==> src/rtl/utx_pkg.sv <==
package utx_pkg;
    localparam int OVERSAMPLE = 16;

    localparam logic [1:0] LEN_SHORT = 2'b00;
    localparam logic [1:0] LEN_MID   = 2'b01;
    localparam logic [1:0] LEN_FULL  = 2'b10;

    localparam logic [1:0] PAR_EVEN  = 2'b01;
    localparam logic [1:0] PAR_ODD   = 2'b10;

    localparam logic LINE_IDLE  = 1'b1;
    localparam logic LINE_START = 1'b0;
    localparam logic LINE_STOP  = 1'b1;
endpackage

==> src/rtl/utx_baud_gen.sv <==
module utx_baud_gen #(
    parameter int DIV_W = 8,
    parameter int OVS   = 16
) (
    input  logic             clk,
    input  logic             rst_n,
    input  logic             src_tick,
    input  logic             run,
    input  logic             restart,
    input  logic [DIV_W-1:0] divisor,
    output logic             bit_end
);
    localparam int OVS_W = $clog2(OVS);
    localparam int CNT_W = DIV_W + OVS_W;

    typedef struct packed {
        logic [CNT_W-1:0] cnt;
        logic [CNT_W-1:0] lim;
    } baud_st_t;

    baud_st_t st_d, st_q;

    always_comb begin
        st_d    = st_q;
        bit_end = run && src_tick && (st_q.cnt == st_q.lim);
        if (restart) begin
            st_d.cnt = '0;
            st_d.lim = CNT_W'(((CNT_W+1)'(divisor) + (CNT_W+1)'(1)) * (CNT_W+1)'(OVS)
                              - (CNT_W+1)'(1));
        end else if (bit_end) begin
            st_d.cnt = '0;
        end else if (run && src_tick) begin
            st_d.cnt = st_q.cnt + CNT_W'(1);
        end
    end

    always_ff @(posedge clk or negedge rst_n) begin
        if (!rst_n) st_q <= '0;
        else        st_q <= st_d;
    end

    // the tick counter stays within the captured bit length
    p_cnt_in_range_r4: assert property (@(posedge clk) disable iff (!rst_n)
        st_q.cnt <= st_q.lim);

    // each new frame starts its first bit from a cleared count
    p_restart_clears_r4: assert property (@(posedge clk) disable iff (!rst_n)
        restart |=> st_q.cnt == '0);
endmodule

==> src/rtl/utx_hold_buf.sv <==
module utx_hold_buf #(
    parameter int DW = 9
) (
    input  logic          clk,
    input  logic          rst_n,
    input  logic          wr_valid,
    input  logic [DW-1:0] wr_data,
    input  logic          take,
    output logic          full,
    output logic [DW-1:0] data
);
    typedef struct packed {
        logic          full;
        logic [DW-1:0] data;
    } buf_st_t;

    buf_st_t st_d, st_q;

    always_comb begin
        st_d = st_q;
        if (take) begin
            st_d.full = 1'b0;
        end else if (wr_valid && !st_q.full) begin
            st_d.full = 1'b1;
            st_d.data = wr_data;
        end
    end

    always_ff @(posedge clk or negedge rst_n) begin
        if (!rst_n) st_q <= '0;
        else        st_q <= st_d;
    end

    assign full = st_q.full;
    assign data = st_q.data;

    // a held character survives any write until it is taken
    p_full_write_ignored_r2: assert property (@(posedge clk) disable iff (!rst_n)
        (st_q.full && !take) |=> (st_q.full && $stable(st_q.data)));
endmodule

==> src/rtl/utx_frame_shift.sv <==
module utx_frame_shift
    import utx_pkg::*;
#(
    parameter int DW = 9
) (
    input  logic          clk,
    input  logic          rst_n,
    input  logic          load,
    input  logic          bit_end,
    input  logic [DW-1:0] data,
    input  logic [1:0]    char_len,
    input  logic [1:0]    par_mode,
    input  logic          two_stop,
    input  logic          payload_inv,
    output logic          busy,
    output logic          line,
    output logic          frame_done
);
    localparam int FRAME_W = DW + 4;
    localparam int REM_W   = $clog2(FRAME_W);
    localparam int LEN_W   = $clog2(DW + 1);

    typedef struct packed {
        logic               busy;
        logic               line;
        logic [FRAME_W-2:0] rest;
        logic [REM_W-1:0]   rem;
    } sh_st_t;

    sh_st_t st_d, st_q;

    logic [LEN_W-1:0]   nchar;
    logic [DW-1:0]      chars;
    logic               par_en;
    logic               par_bit;
    logic [FRAME_W-1:0] frame;
    logic [REM_W-1:0]   nbits;

    // Character count from the length select
    always_comb begin
        case (char_len)
            LEN_SHORT: nchar = LEN_W'(DW - 2);
            LEN_FULL:  nchar = LEN_W'(DW);
            default:   nchar = LEN_W'(DW - 1);
        endcase
    end

    // Frame image: start, characters, optional parity, stop bits
    always_comb begin
        chars   = '0;
        for (int i = 0; i < DW; i++) begin
            if (LEN_W'(i) < nchar) chars[i] = data[i] ^ payload_inv;
        end
        par_en  = (par_mode == PAR_EVEN) || (par_mode == PAR_ODD);
        par_bit = (^chars) ^ (par_mode == PAR_ODD);
        frame   = {FRAME_W{LINE_STOP}};
        frame[0] = LINE_START;
        for (int i = 0; i < DW; i++) begin
            if (LEN_W'(i) < nchar) frame[1 + i] = chars[i];
        end
        if (par_en) frame[REM_W'(nchar) + REM_W'(1)] = par_bit;
        nbits = REM_W'(nchar) + REM_W'(par_en) + REM_W'(two_stop) + REM_W'(2);
    end

    assign frame_done = st_q.busy && bit_end && (st_q.rem == '0);

    always_comb begin
        st_d = st_q;
        if (load) begin
            st_d.busy = 1'b1;
            st_d.line = frame[0];
            st_d.rest = frame[FRAME_W-1:1];
            st_d.rem  = nbits - REM_W'(1);
        end else if (frame_done) begin
            st_d.busy = 1'b0;
            st_d.line = LINE_IDLE;
        end else if (st_q.busy && bit_end) begin
            st_d.line = st_q.rest[0];
            st_d.rest = {LINE_STOP, st_q.rest[FRAME_W-2:1]};
            st_d.rem  = st_q.rem - REM_W'(1);
        end
    end

    always_ff @(posedge clk or negedge rst_n) begin
        if (!rst_n) begin
            st_q      <= '0;
            st_q.line <= LINE_IDLE;
        end else begin
            st_q <= st_d;
        end
    end

    assign busy = st_q.busy;
    assign line = st_q.line;

    // a frame leaving idle opens with a low start bit
    p_start_low_r5: assert property (@(posedge clk) disable iff (!rst_n)
        $rose(st_q.busy) |-> (st_q.line == LINE_START));

    // a frame handed over at the end of another starts at once
    p_no_gap_r12: assert property (@(posedge clk) disable iff (!rst_n)
        (frame_done && load) |=> (st_q.busy && st_q.line == LINE_START));
endmodule

==> src/rtl/uart_tx_core.sv <==
module uart_tx_core #(
    parameter int DW    = 9,
    parameter int DIV_W = 8
) (
    input  logic             clk,
    input  logic             rst_n,
    input  logic             src_tick,
    input  logic [DIV_W-1:0] divisor,
    input  logic [1:0]       char_len,
    input  logic [1:0]       par_mode,
    input  logic             two_stop,
    input  logic             payload_inv,
    input  logic             line_inv,
    input  logic             tx_en,
    input  logic             cts_gate_en,
    input  logic             cts_n,
    input  logic             irq_sel,
    input  logic             wr_valid,
    input  logic [DW-1:0]    wr_data,
    output logic             buf_empty,
    output logic             txd,
    output logic             irq
);
    typedef struct packed {
        logic irq;
    } top_st_t;

    top_st_t       st_d, st_q;
    logic          buf_full;
    logic [DW-1:0] buf_data;
    logic          busy;
    logic          line;
    logic          frame_done;
    logic          bit_end;
    logic          load;

    utx_hold_buf #(.DW(DW)) u_buf (
        .clk      (clk),
        .rst_n    (rst_n),
        .wr_valid (wr_valid),
        .wr_data  (wr_data),
        .take     (load),
        .full     (buf_full),
        .data     (buf_data)
    );

    utx_baud_gen #(.DIV_W(DIV_W), .OVS(utx_pkg::OVERSAMPLE)) u_baud (
        .clk      (clk),
        .rst_n    (rst_n),
        .src_tick (src_tick),
        .run      (busy),
        .restart  (load),
        .divisor  (divisor),
        .bit_end  (bit_end)
    );

    utx_frame_shift #(.DW(DW)) u_shift (
        .clk         (clk),
        .rst_n       (rst_n),
        .load        (load),
        .bit_end     (bit_end),
        .data        (buf_data),
        .char_len    (char_len),
        .par_mode    (par_mode),
        .two_stop    (two_stop),
        .payload_inv (payload_inv),
        .busy        (busy),
        .line        (line),
        .frame_done  (frame_done)
    );

    always_comb begin
        load     = (!busy || frame_done) && buf_full && tx_en && (!cts_gate_en || !cts_n);
        st_d.irq = irq_sel ? frame_done : load;
    end

    always_ff @(posedge clk or negedge rst_n) begin
        if (!rst_n) st_q <= '0;
        else        st_q <= st_d;
    end

    assign buf_empty = !buf_full;
    assign txd       = line ^ line_inv;
    assign irq       = st_q.irq;

    // the buffer drains only under enable and clear-to-send
    p_start_gate_r3: assert property (@(posedge clk) disable iff (!rst_n)
        $fell(buf_full) |-> ($past(tx_en) && (!$past(cts_gate_en) || !$past(cts_n))));

    // a take-cause pulse follows a buffer drain
    p_irq_on_take_r8: assert property (@(posedge clk) disable iff (!rst_n)
        (irq && !$past(irq_sel)) |-> $fell(buf_full));

    // an end-cause pulse follows a cycle in which a frame was active
    p_irq_on_end_r9: assert property (@(posedge clk) disable iff (!rst_n)
        (irq && $past(irq_sel)) |-> $past(busy));
endmodule

==> config.mk <==
export PLATFORM = sky130hd
export DESIGN_NAME = uart_tx_core
export DESIGN_NICKNAME = d
export VERILOG_FILES = /design/src/rtl/utx_pkg.sv /design/src/rtl/utx_baud_gen.sv /design/src/rtl/utx_hold_buf.sv /design/src/rtl/utx_frame_shift.sv /design/src/rtl/uart_tx_core.sv
export SDC_FILE = /design/constraint.sdc
export NUM_CORES = 1
export LEC_CHECK = 0
export ABC_AREA = 1
export CORE_MARGIN = 4
export CORE_UTILIZATION = 49
export CTS_CLUSTER_DIAMETER = 80
export CTS_CLUSTER_SIZE = 30
export DETAILED_ROUTE_END_ITERATION = 10
export PLACE_DENSITY_LB_ADDON = 0.05
export SYNTH_ARGS = -nofsm -noshare
export SYNTH_HDL_FRONTEND = slang
export SYNTH_SLANG_ARGS = --single-unit
==> constraint.sdc <==
create_clock -name clk -period 2.3 [get_ports clk]
set_input_delay 0.23 -clock clk [delete_from_list [all_inputs] [get_ports clk]]
set_output_delay 0.23 -clock clk [all_outputs]
set_load 0.01 [all_outputs]
==> flow_summary.json <==
{
  "rsz0062_at_grt": "no",
  "cts-htree-levels": 2,
  "io_pins": 35,
  "grt_usage_pct": 17.1,
  "dr.first_iter.drc_count": 152,
  "synth_compound_area_share_pct": 11.9,
  "port_buffers": 34,
  "yosys_warnings": 0,
  "post_cts_buffers": 0,
  "final_area_um2": 3970,
  "worst_hold_path_type": "in2async",
  "synth_top_family_by_area": "simple AND/OR/NAND/NOR gates",
  "ys_seq_area_share_pct": 36.3,
  "min_period_ns": 2.00,
  "routabilityCongestion": 0.804,
  "reg2reg_setup_slack_ns": 0.30,
  "path_cells": "inv_2, nand2_1, inv_1, nor2_1, nand2_1, nor2_4, nand3_4, nand2_4, nand2_4, clkinv_2, nor2_2, inv_2, o21ai_0",
  "avgSynthCellArea_um2": 7.56,
  "vdd_ir_drop_max_v": 0.000547,
  "clock_skew_ns": 0.00624,
  "finalCritPeriodShare_pct": 86.9,
  "ant_nets": 0,
  "synth-async-reset-ratio_pct": 100,
  "drv_slew": 0,
  "r2r_cells": 13,
  "fp.dieW_um": 91.9,
  "synth_xor_area_share_pct": 8.13,
  "grt_overflow": 0,
  "wire_per_inst_um": 11.6,
  "cts_resized": 0,
  "slew-limit-headroom_pct": 57.5,
  "viasPerCell": 4.90,
  "max_cap_viol_count": 0,
  "r2r-end": "u_baud.st_q[16]",
  "numCtsBuffers": 5,
  "wl_um": 6850,
  "cts_num_sinks": 50,
  "cts_tree": "done",
  "clkLatencyLatePin_ns": 0.29,
  "cpMaxStageDelayCell": "dfrtp_1",
  "synth-seq-cells": 50,
  "synth_edf_count": 0,
  "synthesis.nets": 496,
  "worstPathArrival_ns": 2.17,
  "synth.area.mux_share_pct": 2.58,
  "end_kind": "flip-flop",
  "critical_path_class": "reg2reg",
  "tightestPinTransition_ns": 0.637,
  "drc": 0,
  "path_delay_family": "simple AND/OR/NAND/NOR gates",
  "worstSetupStartpointType": "flip-flop",
  "syn_area_um2": 3450,
  "synthDistinctLibCells": 42,
  "synth_simple_gate_area_share_pct": 28.9,
  "path_clk_slew_ns": 0.09,
  "coreArea_um2": 6830,
  "status": "completed",
  "p_total_mw": 3.60,
  "path_buf_inv": 4,
  "die_area_um2": 8440,
  "synthAdderAreaFrac_pct": 2.90,
  "nNetsFinal": 533,
  "synthCells": 456,
  "worstPathRequired_ns": 2.47,
  "setup-tns-final_ns": 0,
  "p_per_area_nw_per_um2": 908,
  "cts_buffer_depth": 2,
  "first_pass_iters": 4,
  "die_h_um": 91.9,
  "critPathMaxStageDelay_ns": 0.44,
  "rows": 30,
  "via_count": 2892,
  "synth_flop_cell": "dfrtp_1",
  "root_buffer": "clkbuf_8",
  "layout-drive-gt1-share_pct": 11.9,
  "dpl_cell_area_um2": 3880,
  "grt_antenna_before_repair": 0,
  "initial_core_util_pct": 50.5,
  "grt_pass1_vias": 2611,
  "grt_pass1_wl_um": 12000,
  "r2r-start": "u_baud.st_q[18]",
  "max_freq_mhz": 501,
  "finalSetupViolations": 0,
  "crit_fanout": 12,
  "finalHoldViolCount": 0,
  "grt_max_degree": 51,
  "hpwl_um": 5290,
  "area_delta_synth_final_pct": 15.1,
  "antennaDiodeCount": 0,
  "power.leakage_nw": 1.94,
  "hold_buffers": 0
}
==> cells in the mapped netlist, types with 8 or more instances <==
cell type,count,area share (%)
xnor2_1,17,4.3
o21ai_1,14,2.0
xor2_1,15,3.8
nand3_1,20,2.9
dfrtp_1,49,36
o21ai_2,10,2.5
o211ai_1,11,2.4
nor2_1,32,3.5
ha_1,8,2.9
nand4_1,10,1.8
nand2_1,137,15
o21ai_0,13,1.9
inv_1,48,5.2
==> cells in the final DEF, fill, tap and decap left out, types with 11 or more instances in the layout <==
cell type	instances
o21ai_1	14
o21ai_0	13
nor2_1	32
xnor2_1	17
clkdlybuf4s50_1	33
inv_1	48
xor2_1	15
dfrtp_1	49
nand3_1	20
o211ai_1	11
nand2_1	137
==> where the power goes <==
group / internal [mW] / switching [mW]
Clock: 0.246 / 0.272
Sequential: 1.16 / 0.268
Combinational: 0.721 / 0.933
Total: 2.13 / 1.47
==> cells by family after synthesis <==
group	after synthesis
adders and majority gates	8
buffers and inverters	71
and+or+nand+nor	224
xor gates and xnor gates	32
DFF	50
muxes	8
AOI/OAI and AO/OA	63
==> layer usage <==
metal	global-route usage (%)	vias up	share of wire (%)
li1	-	1533	-
met1	26.0	1291	52
met2	25.4	60	42
met3	2.71	8	4.3
met4	3.84	0	1.1
met5	0	-	0
==> worst reg2reg max path: cells and delay by family, from the launching register on <==
family / cells / cell delay, ns
flip-flops: 1 / 0.44
AND/OR/NAND/NOR: 8 / 0.85
AO/OA/AOI/OAI: 1 / 0.12
buffers and inverters: 4 / 0.48
==> stage by stage <==
stage / hold slack [ns] / std cells / utilization [%] / setup slack [ns]
2_1_floorplan: -0.0656 / 456 / - / 0.554
5_1_grt: 0.102 / 590 / 58.1 / 0.125
6_report: 0.0359 / 590 / 58.1 / 0.302
3_3_place_gp: 0.390 / 582 / 56.8 / 0.164
4_1_cts: 0.0642 / 590 / 58.1 / 0.301
3_5_place_dp: 0.383 / 582 / 56.8 / 0.0971
==> cell type report <==
type	instances	area, µm²
inverters	57	220
fillers	672	2860
multi-input cells	335	1880
flip-flops and latches	50	1250
repair buffers	44	410
well taps	96	120
clock buffers	8	90.1
==> registers in the layout, summed over array words and instances (netlist names) <==
signal,cells
u_shift.busy,1
u_shift.st_q,16
u_buf.data,9
u_buf.full,1
irq,1
u_shift.line,1
u_baud.st_q,21
==> worst max-delay path by stage <==
| stage | startpoint | to | slack [ns] | depth (start not counted) |
|---|---|---|---|---|
| final | u_baud.st_q[18] | u_baud.st_q[16] | 0.30 | 13 |
| after global routing | u_baud.st_q[12] | u_baud.st_q[16] | 0.12 | 11 |
| after CTS | u_baud.st_q[19] | u_baud.st_q[16] | 0.30 | 12 |
| after floorplan | u_shift.st_q[0] | u_baud.st_q[14] | 0.55 | 11 |
| after detailed placement | divisor[0] | u_baud.st_q[11] | 0.1 | 9 |
| after global placement | divisor[0] | u_baud.st_q[11] | 0.16 | 9 |
(Power assumes the default switching activity.)
